**config.mk**
```make
export PLATFORM = sky130hd
export DESIGN_NAME = radio_sequencer
export DESIGN_NICKNAME = d
export VERILOG_FILES = /design/src/rtl/radio_seq_pkg.sv /design/src/rtl/radio_seq_dwell.sv /design/src/rtl/radio_seq_shortcuts.sv /design/src/rtl/radio_seq_fsm.sv /design/src/rtl/radio_seq_events.sv /design/src/rtl/radio_sequencer.sv
export SDC_FILE = /design/constraint.sdc
export NUM_CORES = 1
export LEC_CHECK = 0
export BUFFER_PORTS_ARGS = -buffer_cell sky130_fd_sc_hd__buf_2
export CAP_MARGIN = 20
export CORE_ASPECT_RATIO = 2
export CORE_MARGIN = 3
export CORE_UTILIZATION = 43
export DETAILED_ROUTE_END_ITERATION = 10
export HOLD_SLACK_MARGIN = 0.06
export PLACE_DENSITY_LB_ADDON = 0.05
export SLEW_MARGIN = 20
export SYNTH_ARGS = -nofsm -noshare
export SYNTH_HDL_FRONTEND = slang
export SYNTH_SLANG_ARGS = --single-unit
```
**constraint.sdc**
```tcl
create_clock -name clk_i -period 2.7 [get_ports clk_i]
set_clock_uncertainty 0.2 [all_clocks]
set_input_delay 0.405 -clock clk_i [delete_from_list [all_inputs] [get_ports clk_i]]
set_output_delay 0.405 -clock clk_i [all_outputs]
set_load 0.02 [all_outputs]
```
**src/rtl/radio_seq_pkg.sv**
```systemverilog
package radio_seq_pkg;
   typedef enum logic [3:0] {
      ST_OFF     = 4'd0,
      ST_RX_RAMP = 4'd1,
      ST_RX_IDLE = 4'd2,
      ST_RX_ACT  = 4'd3,
      ST_RX_DIS  = 4'd4,
      ST_TX_RAMP = 4'd9,
      ST_TX_IDLE = 4'd10,
      ST_TX_ACT  = 4'd11,
      ST_TX_DIS  = 4'd12
   } rs_state_e;

   localparam int NTASK      = 6;
   localparam int TK_TXEN    = 0;
   localparam int TK_RXEN    = 1;
   localparam int TK_START   = 2;
   localparam int TK_STOP    = 3;
   localparam int TK_DISABLE = 4;
   localparam int TK_CCA     = 5;

   localparam int EV_W        = 23;
   localparam int EV_READY    = 0;
   localparam int EV_END      = 3;
   localparam int EV_DISABLED = 4;
   localparam int EV_CCAIDLE  = 17;
   localparam int EV_CCABUSY  = 18;
   localparam int EV_TXREADY  = 21;
   localparam int EV_RXREADY  = 22;

   localparam int SC_W = 20;
   localparam int NSC  = 7;
   localparam int SC_BIT [NSC] = '{0, 1, 2, 3, 11, 12, 19};
   localparam int SC_EV  [NSC] = '{EV_READY, EV_END, EV_DISABLED, EV_DISABLED,
                                   EV_RXREADY, EV_CCAIDLE, EV_TXREADY};
   localparam int SC_TK  [NSC] = '{TK_START, TK_DISABLE, TK_TXEN, TK_RXEN,
                                   TK_CCA, TK_TXEN, TK_START};
endpackage

```
**src/rtl/radio_seq_dwell.sv**
```systemverilog
module radio_seq_dwell #(
   parameter int CNT_W = 3
) (
   input  logic             clk_i,
   input  logic             rst_ni,
   input  logic             restart_i,
   output logic [CNT_W-1:0] cnt_o
);
   localparam logic [CNT_W-1:0] CNT_MAX = '1;

   always_ff @(posedge clk_i or negedge rst_ni) begin
      if (!rst_ni)                 cnt_o <= '0;
      else if (restart_i)          cnt_o <= '0;
      else if (cnt_o != CNT_MAX)   cnt_o <= cnt_o + 1'b1;
   end
endmodule

```
**src/rtl/radio_seq_shortcuts.sv**
```systemverilog
module radio_seq_shortcuts
   import radio_seq_pkg::*;
(
   input  logic [SC_W-1:0]  shorts_i,
   input  logic [EV_W-1:0]  fired_i,
   output logic [NTASK-1:0] task_o
);
   logic [NSC-1:0] hit;

   for (genvar k = 0; k < NSC; k++) begin : g_sc
      assign hit[k] = shorts_i[SC_BIT[k]] & fired_i[SC_EV[k]];
   end

   always_comb begin
      task_o = '0;
      for (int k = 0; k < NSC; k++) begin
         if (hit[k]) task_o[SC_TK[k]] = 1'b1;
      end
   end

   logic unused_bits;
   assign unused_bits = &{1'b0, shorts_i, fired_i};
endmodule

```
**src/rtl/radio_seq_fsm.sv**
```systemverilog
module radio_seq_fsm
   import radio_seq_pkg::*;
#(
   parameter int RAMP_CYC = 4,
   parameter int DIS_CYC  = 2
) (
   input  logic             clk_i,
   input  logic             rst_ni,
   input  logic [NTASK-1:0] task_i,
   input  logic             pkt_end_i,
   input  logic             cca_done_i,
   input  logic             cca_busy_i,
   output rs_state_e        state_o,
   output logic [EV_W-1:0]  new_ev_o
);
   localparam int DWELL_MAX = (RAMP_CYC > DIS_CYC) ? RAMP_CYC : DIS_CYC;
   localparam int CNT_W     = $clog2(DWELL_MAX + 1);
   localparam logic [CNT_W-1:0] RAMP_LAST = CNT_W'(RAMP_CYC - 1);
   localparam logic [CNT_W-1:0] DIS_LAST  = CNT_W'(DIS_CYC - 1);

   rs_state_e        state_q, state_d;
   logic             cca_q, cca_d;
   logic [CNT_W-1:0] cnt;
   logic             may_disable;

   radio_seq_dwell #(.CNT_W(CNT_W)) u_dwell (
      .clk_i     (clk_i),
      .rst_ni    (rst_ni),
      .restart_i (state_d != state_q),
      .cnt_o     (cnt)
   );

   assign may_disable = task_i[TK_DISABLE] &&
                        (state_q inside {ST_RX_RAMP, ST_RX_IDLE, ST_RX_ACT,
                                         ST_TX_RAMP, ST_TX_IDLE, ST_TX_ACT});

   always_comb begin
      state_d  = state_q;
      cca_d    = cca_q;
      new_ev_o = '0;
      if (may_disable) begin
         state_d = (state_q inside {ST_TX_RAMP, ST_TX_IDLE, ST_TX_ACT}) ? ST_TX_DIS : ST_RX_DIS;
      end else begin
         unique case (state_q)
            ST_OFF: begin
               if (task_i[TK_TXEN])      state_d = ST_TX_RAMP;
               else if (task_i[TK_RXEN]) state_d = ST_RX_RAMP;
            end
            ST_RX_RAMP: if (cnt == RAMP_LAST) begin
               state_d               = ST_RX_IDLE;
               new_ev_o[EV_READY]    = 1'b1;
               new_ev_o[EV_RXREADY]  = 1'b1;
            end
            ST_RX_IDLE: begin
               if (cca_q && cca_done_i) begin
                  cca_d = 1'b0;
                  new_ev_o[EV_CCABUSY] = cca_busy_i;
                  new_ev_o[EV_CCAIDLE] = !cca_busy_i;
               end
               if (task_i[TK_TXEN])                state_d = ST_TX_RAMP;
               else if (task_i[TK_START])          state_d = ST_RX_ACT;
               else if (task_i[TK_CCA] && !cca_q)  cca_d   = 1'b1;
            end
            ST_RX_ACT: begin
               if (task_i[TK_STOP]) state_d = ST_RX_IDLE;
               else if (pkt_end_i) begin
                  state_d            = ST_RX_IDLE;
                  new_ev_o[EV_END]   = 1'b1;
               end
            end
            ST_TX_RAMP: if (cnt == RAMP_LAST) begin
               state_d               = ST_TX_IDLE;
               new_ev_o[EV_READY]    = 1'b1;
               new_ev_o[EV_TXREADY]  = 1'b1;
            end
            ST_TX_IDLE: if (task_i[TK_START]) state_d = ST_TX_ACT;
            ST_TX_ACT: begin
               if (task_i[TK_STOP]) state_d = ST_TX_IDLE;
               else if (pkt_end_i) begin
                  state_d            = ST_TX_IDLE;
                  new_ev_o[EV_END]   = 1'b1;
               end
            end
            ST_RX_DIS, ST_TX_DIS: if (cnt == DIS_LAST) begin
               state_d                = ST_OFF;
               new_ev_o[EV_DISABLED]  = 1'b1;
            end
            default: state_d = ST_OFF;
         endcase
      end
      if (state_d != ST_RX_IDLE) cca_d = 1'b0;
   end

   always_ff @(posedge clk_i or negedge rst_ni) begin
      if (!rst_ni) begin
         state_q <= ST_OFF;
         cca_q   <= 1'b0;
      end else begin
         state_q <= state_d;
         cca_q   <= cca_d;
      end
   end

   assign state_o = state_q;
endmodule

```
**src/rtl/radio_seq_events.sv**
```systemverilog
module radio_seq_events
   import radio_seq_pkg::*;
#(
   parameter bit IRQ_REG = 1'b0
) (
   input  logic            clk_i,
   input  logic            rst_ni,
   input  logic [EV_W-1:0] new_ev_i,
   input  logic [EV_W-1:0] clr_i,
   input  logic [EV_W-1:0] en_set_i,
   input  logic [EV_W-1:0] en_clr_i,
   output logic [EV_W-1:0] flags_o,
   output logic [EV_W-1:0] en_o,
   output logic [EV_W-1:0] fired_o,
   output logic            irq_o
);
   logic irq_raw;

   always_ff @(posedge clk_i or negedge rst_ni) begin
      if (!rst_ni) begin
         flags_o <= '0;
         en_o    <= '0;
         fired_o <= '0;
      end else begin
         flags_o <= (flags_o & ~clr_i) | new_ev_i;
         en_o    <= (en_o & ~en_clr_i) | en_set_i;
         fired_o <= new_ev_i;
      end
   end

   assign irq_raw = |(flags_o & en_o);

   if (IRQ_REG) begin : g_irq_reg
      always_ff @(posedge clk_i or negedge rst_ni) begin
         if (!rst_ni) irq_o <= 1'b0;
         else         irq_o <= irq_raw;
      end
   end else begin : g_irq_comb
      assign irq_o = irq_raw;
   end
endmodule

```
**src/rtl/radio_sequencer.sv**
```systemverilog
module radio_sequencer
   import radio_seq_pkg::*;
#(
   parameter int RAMP_CYC = 4,
   parameter int DIS_CYC  = 2,
   parameter bit IRQ_REG  = 1'b0
) (
   input  logic            clk_i,
   input  logic            rst_ni,
   input  logic            task_txen_i,
   input  logic            task_rxen_i,
   input  logic            task_start_i,
   input  logic            task_stop_i,
   input  logic            task_disable_i,
   input  logic            task_cca_i,
   input  logic            pkt_end_i,
   input  logic            cca_done_i,
   input  logic            cca_busy_i,
   input  logic [SC_W-1:0] shorts_i,
   input  logic [EV_W-1:0] evt_clr_i,
   input  logic [EV_W-1:0] int_set_i,
   input  logic [EV_W-1:0] int_clr_i,
   output logic [3:0]      state_o,
   output logic [EV_W-1:0] events_o,
   output logic [EV_W-1:0] int_en_o,
   output logic            irq_o
);
   if (RAMP_CYC < 1) begin : g_bad_ramp
      $error("RAMP_CYC must be at least 1");
   end
   if (DIS_CYC < 1) begin : g_bad_dis
      $error("DIS_CYC must be at least 1");
   end

   logic [NTASK-1:0] ext_task, sc_task, all_task;
   logic [EV_W-1:0]  new_ev, fired;
   rs_state_e        state;

   always_comb begin
      ext_task             = '0;
      ext_task[TK_TXEN]    = task_txen_i;
      ext_task[TK_RXEN]    = task_rxen_i;
      ext_task[TK_START]   = task_start_i;
      ext_task[TK_STOP]    = task_stop_i;
      ext_task[TK_DISABLE] = task_disable_i;
      ext_task[TK_CCA]     = task_cca_i;
   end
   assign all_task = ext_task | sc_task;

   radio_seq_shortcuts u_sc (
      .shorts_i (shorts_i),
      .fired_i  (fired),
      .task_o   (sc_task)
   );

   radio_seq_fsm #(.RAMP_CYC(RAMP_CYC), .DIS_CYC(DIS_CYC)) u_fsm (
      .clk_i      (clk_i),
      .rst_ni     (rst_ni),
      .task_i     (all_task),
      .pkt_end_i  (pkt_end_i),
      .cca_done_i (cca_done_i),
      .cca_busy_i (cca_busy_i),
      .state_o    (state),
      .new_ev_o   (new_ev)
   );

   radio_seq_events #(.IRQ_REG(IRQ_REG)) u_ev (
      .clk_i    (clk_i),
      .rst_ni   (rst_ni),
      .new_ev_i (new_ev),
      .clr_i    (evt_clr_i),
      .en_set_i (int_set_i),
      .en_clr_i (int_clr_i),
      .flags_o  (events_o),
      .en_o     (int_en_o),
      .fired_o  (fired),
      .irq_o    (irq_o)
   );

   assign state_o = state;
endmodule

```
## Yosys cells after proc, flatten, opt, wreduce, memory -nomap -nowiden

Index checks and enable logic that the tools add are counted.

- Add/subtract/negate cells: 1
- Equality and inequality tests: 14
- Bitwise gates (word level): 15
- Reduce and logical (&&, ||, !) cells: 15
- Multiplexer cells: 46

Operator list:

| cell | count |
|---|---|
| 23-bit AND | 3 |
| 4-bit 2-to-1 mux | 14 |
| 23-bit NOT | 2 |
| 23-bit bitwise OR | 2 |
| 4-bit one-hot mux with 8 select lines | 1 |
| 1-bit 2-to-1 mux | 24 |
| 23-bit OR reduction | 1 |
| 4-bit equality test, second input constant | 4 |
| 2-bit 2-to-1 mux | 5 |
| 4-bit by 2-bit equality test with 1-bit output, second input constant | 2 |
| 1-bit AND | 7 |
| 3-bit 2-to-1 mux | 2 |
| 6-bit bitwise OR | 1 |
| 6-bit nonzero test | 1 |
| 2-bit OR reduction | 3 |
| 4-bit by 1-bit equality test with 1-bit output, second input constant | 1 |
| 4-bit by 3-bit equality test with 1-bit output, second input constant | 1 |
| 4-bit zero test | 1 |
| 4-bit by 2-bit != test with 1-bit output, second input constant | 1 |
| 4-bit != test | 1 |
| 2-bit nonzero test | 2 |
| 3-bit by 1-bit adder with 3-bit output, second input constant | 1 |
| 3-bit by 1-bit equality test with 1-bit output, second input constant | 1 |
| 3-bit by 2-bit equality test with 1-bit output, second input constant | 1 |
| 6 further kinds | 9 |

- Output and inout port bits: 51
- Bits of input ports: 100
- Register bits after elaboration: 61
- Logic and storage cells: 97

## Depth between registers and ports, before layout

Gate-level depths: netlist of run 1.

- Depth in word-level cells: 11
- Gate-level depth with buffers: 6
- Depth with buffers taken out: 6

## By module

From an unflattened synthesis of run 1, not the netlist that was laid out.

- Cell total of the unflattened synthesis: 285
- Area, all modules: 3,329.4 µm²

By module, submodules not included:

| module | times used | area each (µm²) | cells an instance | seq. area each (µm²) |
|---|---|---|---|---|
| radio_seq_events | 1 | 2,362.3 | 176 | 1,726.7 |
| radio_seq_fsm | 1 | 742.0 | 85 | 125.1 |
| radio_seq_dwell | 1 | 140.1 | 11 | 75.1 |
| radio_seq_shortcuts | 1 | 47.5 | 7 | 0.0 |
| radio_sequencer | 1 | 37.5 | 6 | 0.0 |

## Worst setup path before layout of run 1

OpenSTA, ideal clock, no wires.

- Path type: reg-to-output
- Start: register u_ev.en_o[10]
- End: output irq_o
- Cell stages (with the launch flop): 5
- Slack: 0.682 ns
- Buffers on the path: 0
- Data required time: 2.095 ns
- Data arrival time: 1.413 ns
- Cells stage by stage: dfrtp_1 a22o_1 a221oi_1 nand3_1 or3_1

- Word-level cells in the longest chain between the ends: 2

RTL lines:

| element | line | source |
|---|---|---|
| start, declared | radio_seq_events.sv:13 | `output logic [EV_W-1:0] en_o,` |
| start signal, assigned | radio_seq_events.sv:26 | `en_o <= (en_o & ~en_clr_i) \| en_set_i;` |
| 23-bit AND | radio_seq_events.sv:31 | `assign irq_raw = \|(flags_o & en_o);` |
| 23-bit OR reduction | radio_seq_events.sv:31 |  |
| end, declared | radio_sequencer.sv:26 | `output logic irq_o` |

No other way between the ends.

## Worst setup path in the final report of run 1

Ends and elaborated chain as after synthesis.

==> reports/qor.txt, run 1 <==
drt total wl -> 7195 um
Least-Margin Pin Slew -> 582.0 ps
type of origin of the critical path -> flip-flop
post-CTS resize count -> 0
TritonCTS Buffers -> 9
IO buf count -> 137
DRC violations left -> 0
kind of critical path -> flip-flop to output pin
Final setup viols -> 0
library cells used by synthesis -> 41
die area -> 6987 um2
Total GRT Usage -> 0.2158
fillcell total -> 443
Post-CTS Setup Bufs -> 0
drt wl/cell -> 14.99 um
DIE HEIGHT -> 115.3 um
Post-synth top cells -> dfrtp_1 (60), inv_1 (38), a21o_1 (27)
first-pass GRT wire length -> 10940 um
htree depth -> 3
initial antenna violation count -> 0
non-filler instance count after layout -> 480
period utilisation layout -> 0.9133
I/O pins -> 151
Nets -> 518
most common cell in the netlist -> dfrtp_1
Slew Limit Fails -> 0
worst IR drop on VDD -> 0.4230 mV
Max-cap violations -> 0
Detailed Route Iter0 Violations -> 81
Die Span X -> 60.63 um
RSZ-0062 raised after global routing -> no
post-synthesis sequential area ratio -> 0.5851
Placed Cells -> 432
post-route ant nets -> 0
CTS sink count -> 60
top cells by area, synth -> dfrtp_1 (59%), a21o_1 (7.9%), inv_1 (5.6%)
worst-path maximum fanout -> 3
synthesis-to-finish area growth -> 52.75%
WP data required -> 2100 ps
CTS root buf -> clkbuf_16
via count -> 2355
dpl ws -> 513.5 ps
CP arrival -> 1860 ps
antenna fix cells -> 0
min setup slack post-route -> 234.0 ps
worst rel slew slack -> 0.6120
Max clock buf depth -> 2
layout cells sized above 1 -> 0.3699
Leak -> 2.164 nW
Hold Vio Cnt, Final -> 0
Max Fclk -> 405.5 MHz
largest net degree at the start of global routing -> 28
Post-synth top flop -> dfrtp_1
Final GP Congestion -> 0.9350
Cell Area, Synth -> 2566 um2
Clk pin slew, worst setup/hold paths -> 50 ps
Avg Inst Size Synth -> 10.92 um2
Vias/cell -> 4.906
GR Overflow Total -> 0
num rows -> 39
hpwl dp -> 5409 um
critical path endpoint category -> output pin
Tightest Hold Check Type -> input pin to flip-flop
Initial Util -> 0.4457
pwr dens -> 657.7 nW/um2
Post-Syn Nets -> 339
CTS tree -> done
leading area contributor after synthesis -> dfrtp_1
vias in the first global route -> 2369
FFs w/ async S/R, synth -> 1.000
Final Critical Period -> 2466 ps
hold_buf cts -> 32
First-pass DRT Iterations -> 4
instance count of the mapped netlist -> 235
synthesis warning total -> 0
clk_lat worst skew -> 320 ps
Yosys reg bits -> 60
core area -> 5758 um2
Fin Hold WS -> 71.97 ps
status -> completed
number of flops mapped to enable cells by yosys -> 0
setup TNS -> 0 ps
Synth top area share -> 0.5851
[final cells by class]
class,count,area (um2),share of cell area
clock inverters,2,10.01,0.002553
well taps,61,76.32,0.01947
flip-flops and latches,60,1501,0.3830
clock buffers,14,254.0,0.06479
multi-input cells,133,907.1,0.2314
inverters,38,142.6,0.03639
repair buffers,172,1028,0.2624
[critical path: stages (launching register included)]
cell and delay (ps):
dfrtp_1 380, a22o_1 230, a221oi_1 220, nand3_1 170, or3_1 370, buf_2 170
[worst paths after layout]
kind                       cells past startpoint  slack (ps)                       from                        end
setup / recovery                               5         230    u_ev.en_o[10]$_DFF_PN0_                      irq_o
min in group asynchronous                      2         420                     rst_ni  u_ev.flags_o[8]$_DFF_PN0_
setup reg to reg                               4         670  u_ev.fired_o[4]$_DFF_PN0_    u_fsm.cca_q$_DFFE_PN0P_
hold reg to reg                                1         300    u_ev.en_o[10]$_DFF_PN0_    u_ev.en_o[10]$_DFF_PN0_
max in group asynchronous                      3        1170                     rst_ni  u_ev.flags_o[5]$_DFF_PN0_
hold / removal                                 2          70              int_set_i[13]    u_ev.en_o[13]$_DFF_PN0_
[metal layers]
| layer | part of all wire | up-vias | global-route usage | wire, um |
|---|---|---|---|---|
| met4 | 0.033 | 0 | 0.1259 | 238 |
| met1 | 0.35 | 1082 | 0.2249 | 2547 |
| li1 | - | 1169 | - | - |
| met5 | 0 | - | 0 | 0 |
| met2 | 0.56 | 88 | 0.3738 | 3995 |
| met3 | 0.058 | 16 | 0.05393 | 414 |
[cell families (layout without fill, tap and decap cells)]
group	count (synthesis)	count (layout)	synth area share
buf+inv	42	226	0.06143
fa+ha+maj	4	4	0.01950
compound gates	66	66	0.1950
flops	60	60	0.5851
xor+xnor	1	1	0.003414
simple gates	62	62	0.1355
[report_power, final]
| part | internal (mW) | switching (mW) |
|---|---|---|
| logic | 0.236 | 0.288 |
| registers | 0.959 | 0.0936 |
| clock network | 0.642 | 0.359 |
[through the flow]
| stage | utilization | cell area [um2] | power (mW) |
|---|---|---|---|
| after floorplan | - | 2566 | 1.347 |
| after global placement | 0.5793 | 3336 | 1.542 |
| after detailed placement | 0.5793 | 3336 | 1.550 |
| after CTS | 0.6808 | 3920 | 2.600 |
| after global routing | 0.6808 | 3920 | 2.716 |
| final | 0.6808 | 3920 | 2.578 |
[state kept, by name (all words and copies together), names as in the netlist]
signal and flops:
u_ev.en_o 23, u_ev.fired_o 6, u_ev.flags_o 23, u_fsm.cca_q 1, u_fsm.state_o 4, u_fsm.u_dwell.cnt_o 3
[placed cells by master, fill, tap and decap left out, drive strengths merged, types with 2 or more instances in the layout]
cell,Yosys,routed
dlygate4sd3,0,32
nor2,6,6
o211ai,2,2
nand2b,3,3
buf,0,140
a211o,3,3
nand4,5,5
nor3b,2,2
o22ai,4,4
dfrtp,60,60
ha,4,4
a22oi,8,8
clkbuf,4,14
a21o,27,27
a22o,2,2
clkinv,0,2
a21oi,4,4
and2,3,3
nor3,9,9
nor2b,16,16
a211oi,2,2
inv,38,38
o21ai,3,3
nand3,4,4
nand2,9,9
(Power assumes the default switching activity.)
==> run 2: changes to the inputs <==
Settings changed: CORE_UTILIZATION 43 to 45, CTS_BUF_LIST from default to sky130_fd_sc_hd__clkbuf_4 sky130_fd_sc_hd__clkbuf_8.
Clock period 2.7 ns to 2.46 ns, I/O delays scaled along.
==> reports/qor.txt, run 2 (same netlist as run 1, synthesis figures left out) <==
Max stage delay on crit path -> 390 ps
post-route ant nets -> 0
Max Fclk -> 425.2 MHz
Bufs and invs on worst path -> 1
drt total wl -> 7368 um
clk_lat worst skew -> 330 ps
R2R setup slack -> 240 ps
via count -> 2450
fillcell total -> 403
Nets -> 532
WP data required -> 1890 ps
Leak -> 2.189 nW
FF/Latch Area -> 1501 um2
Tightest Hold Check Type -> input pin to flip-flop
I/O pins -> 151
core area -> 5468 um2
period utilisation layout -> 0.9561
sequential power share -> 0.446
Max clock buf depth -> 2
pwr dens -> 646.9 nW/um2
Internal -> 1.804 mW
largest net degree at the start of global routing -> 61
worst rel slew slack -> 0.6616
Regs by FF count -> u_ev.en_o x23, u_ev.flags_o x23, u_ev.fired_o x6
RSZ-0062 raised after global routing -> no
htree depth -> 3
vias in the first global route -> 2545
DIE HEIGHT -> 112.8 um
Final GP Congestion -> 0.8695
Max-cap violations -> 0
Switching Power -> 0.7968 mW
multi-input logic area -> 918.4 um2
crit-path cells -> a22o_1 -> a221oi_2 -> nand3_1 -> or3_1 -> buf_2
Detailed Route Iter0 Violations -> 60
Final setup viols -> 0
IO buf count -> 137
worst-path maximum fanout -> 3
type of origin of the critical path -> flip-flop
setup TNS -> 0 ps
die area -> 6699 um2
Total GRT Usage -> 0.2313
antenna fix cells -> 0
Clk pin slew, worst setup/hold paths -> 60 ps
Final Critical Period -> 2352 ps
most common cell after layout, fill and taps aside -> buf_2
switching share of power -> 0.3064
DRC violations left -> 0
Slew Limit Fails -> 0
synthesis-to-finish area growth -> 56.66%
Least-Margin Pin Slew -> 507.7 ps
TritonCTS Buffers -> 9
Hold Vio Cnt, Final -> 0
CP arrival -> 1780 ps
Clk network pwr share -> 0.328
critical path endpoint category -> output pin
kind of critical path -> flip-flop to output pin
status -> completed
CTS sink count -> 60
CTS root buf -> clkbuf_8
GR Overflow Total -> 0
First-pass DRT Iterations -> 4
layout cells sized above 1 -> 0.3672
combinational fraction of design power -> 0.226
Initial Util -> 0.4693
post-layout instance area -> 4020 um2
num rows -> 38
slowest CP cell -> dfrtp_1
crit-path leading delay family -> simple AND/OR/NAND/NOR gates
hpwl dp -> 5317 um
first-pass GRT wire length -> 11610 um
most frequent cells in the layout -> buf_2 (137), dfrtp_1 (60), dlygate4sd3_1 (48)
Vias/cell -> 4.970
drt wl/cell -> 14.95 um
initial antenna violation count -> 0
worst IR drop on VDD -> 0.6791 mV
DP Area -> 3332 um2
Die Span X -> 59.40 um
CTS tree -> done
## run 2: cell types whose count changed in the layout (fill, tap and decap cells not counted), moves of 3 or more
cell | before | now
clkbuf_1 | 4 | 0
clkbuf_8 | 1 | 9
buf_4 | 3 | 0
dlygate4sd3_1 | 32 | 48
clkinvlp_4 | 0 | 4
clkbuf_16 | 9 | 0
## run 2: layout make-up
class,count,area share
timing repair buffer,186,0.2951
clock inverter,6,0.01618
multi-input combinational,133,0.2284
tap,60,0.01867
sequential,60,0.3735
clock buffer,10,0.03268
inverter,38,0.03548
## run 2: final timing paths
check                                           start                         end  cells past startpoint
max in group asynchronous                      rst_ni     u_ev.en_o[19]$_DFF_PN0_                      3
min in group asynchronous                      rst_ni      u_ev.en_o[8]$_DFF_PN0_                      3
max reg2reg                u_fsm.state_o[0]$_DFF_PN0_  u_ev.flags_o[18]$_DFF_PN0_                      5
min reg2reg                    u_ev.en_o[8]$_DFF_PN0_      u_ev.en_o[8]$_DFF_PN0_                      1
min                                         pkt_end_i   u_ev.fired_o[3]$_DFF_PN0_                      3
max                           u_ev.en_o[10]$_DFF_PN0_                       irq_o                      5
## run 2: power by group through the flow
stage	Sequential (mW)	Combinational, mW	Clock [mW]
after floorplan	1.18	0.301	0
after global placement	1.17	0.518	0
after detailed placement	1.17	0.523	0
after CTS	1.16	0.584	0.883
after global routing	1.17	0.655	0.922
final	1.16	0.587	0.852
## run 2: timing repair
item | 4_1_cts | 5_1_grt
endpoints found under the setup margin | 1 | 2
pin swaps | 1 | 1
hold endpoints to repair | 106 | 0
hold buffers | 48 | 0
setup buffers | 0 | 0
gates resized for setup | 1 | 1
## run 2: metrics by stage
| stage | cells | setup slack, ps | hold slack, ps | total power [mW] | utilization |
|---|---|---|---|---|---|
| 2_1_floorplan | 235 | 477.6 | -126.6 | 1.478 | - |
| 3_3_place_gp | 429 | 310.9 | 197.5 | 1.691 | 0.6094 |
| 3_5_place_dp | 429 | 283.4 | 201.4 | 1.697 | 0.6094 |
| 4_1_cts | 493 | 37.32 | 72.57 | 2.623 | 0.7343 |
| 5_1_grt | 493 | 2.168 | 93.29 | 2.750 | 0.7352 |
| 6_report | 493 | 107.9 | 94.58 | 2.600 | 0.7352 |
## run 2: tightest hold or removal path, cell delays in order
cell and delay, ps:
buf_2 110, nand2_1 50, nor3_1 50
## run 2: metal layers
metal	track usage	routed length [um]	vias up
met2	0.4105	4061	96
met1	0.2460	2629	1139
met4	0.1074	181	0
met5	0	0	-
li1	-	-	1198
met3	0.05365	495	17
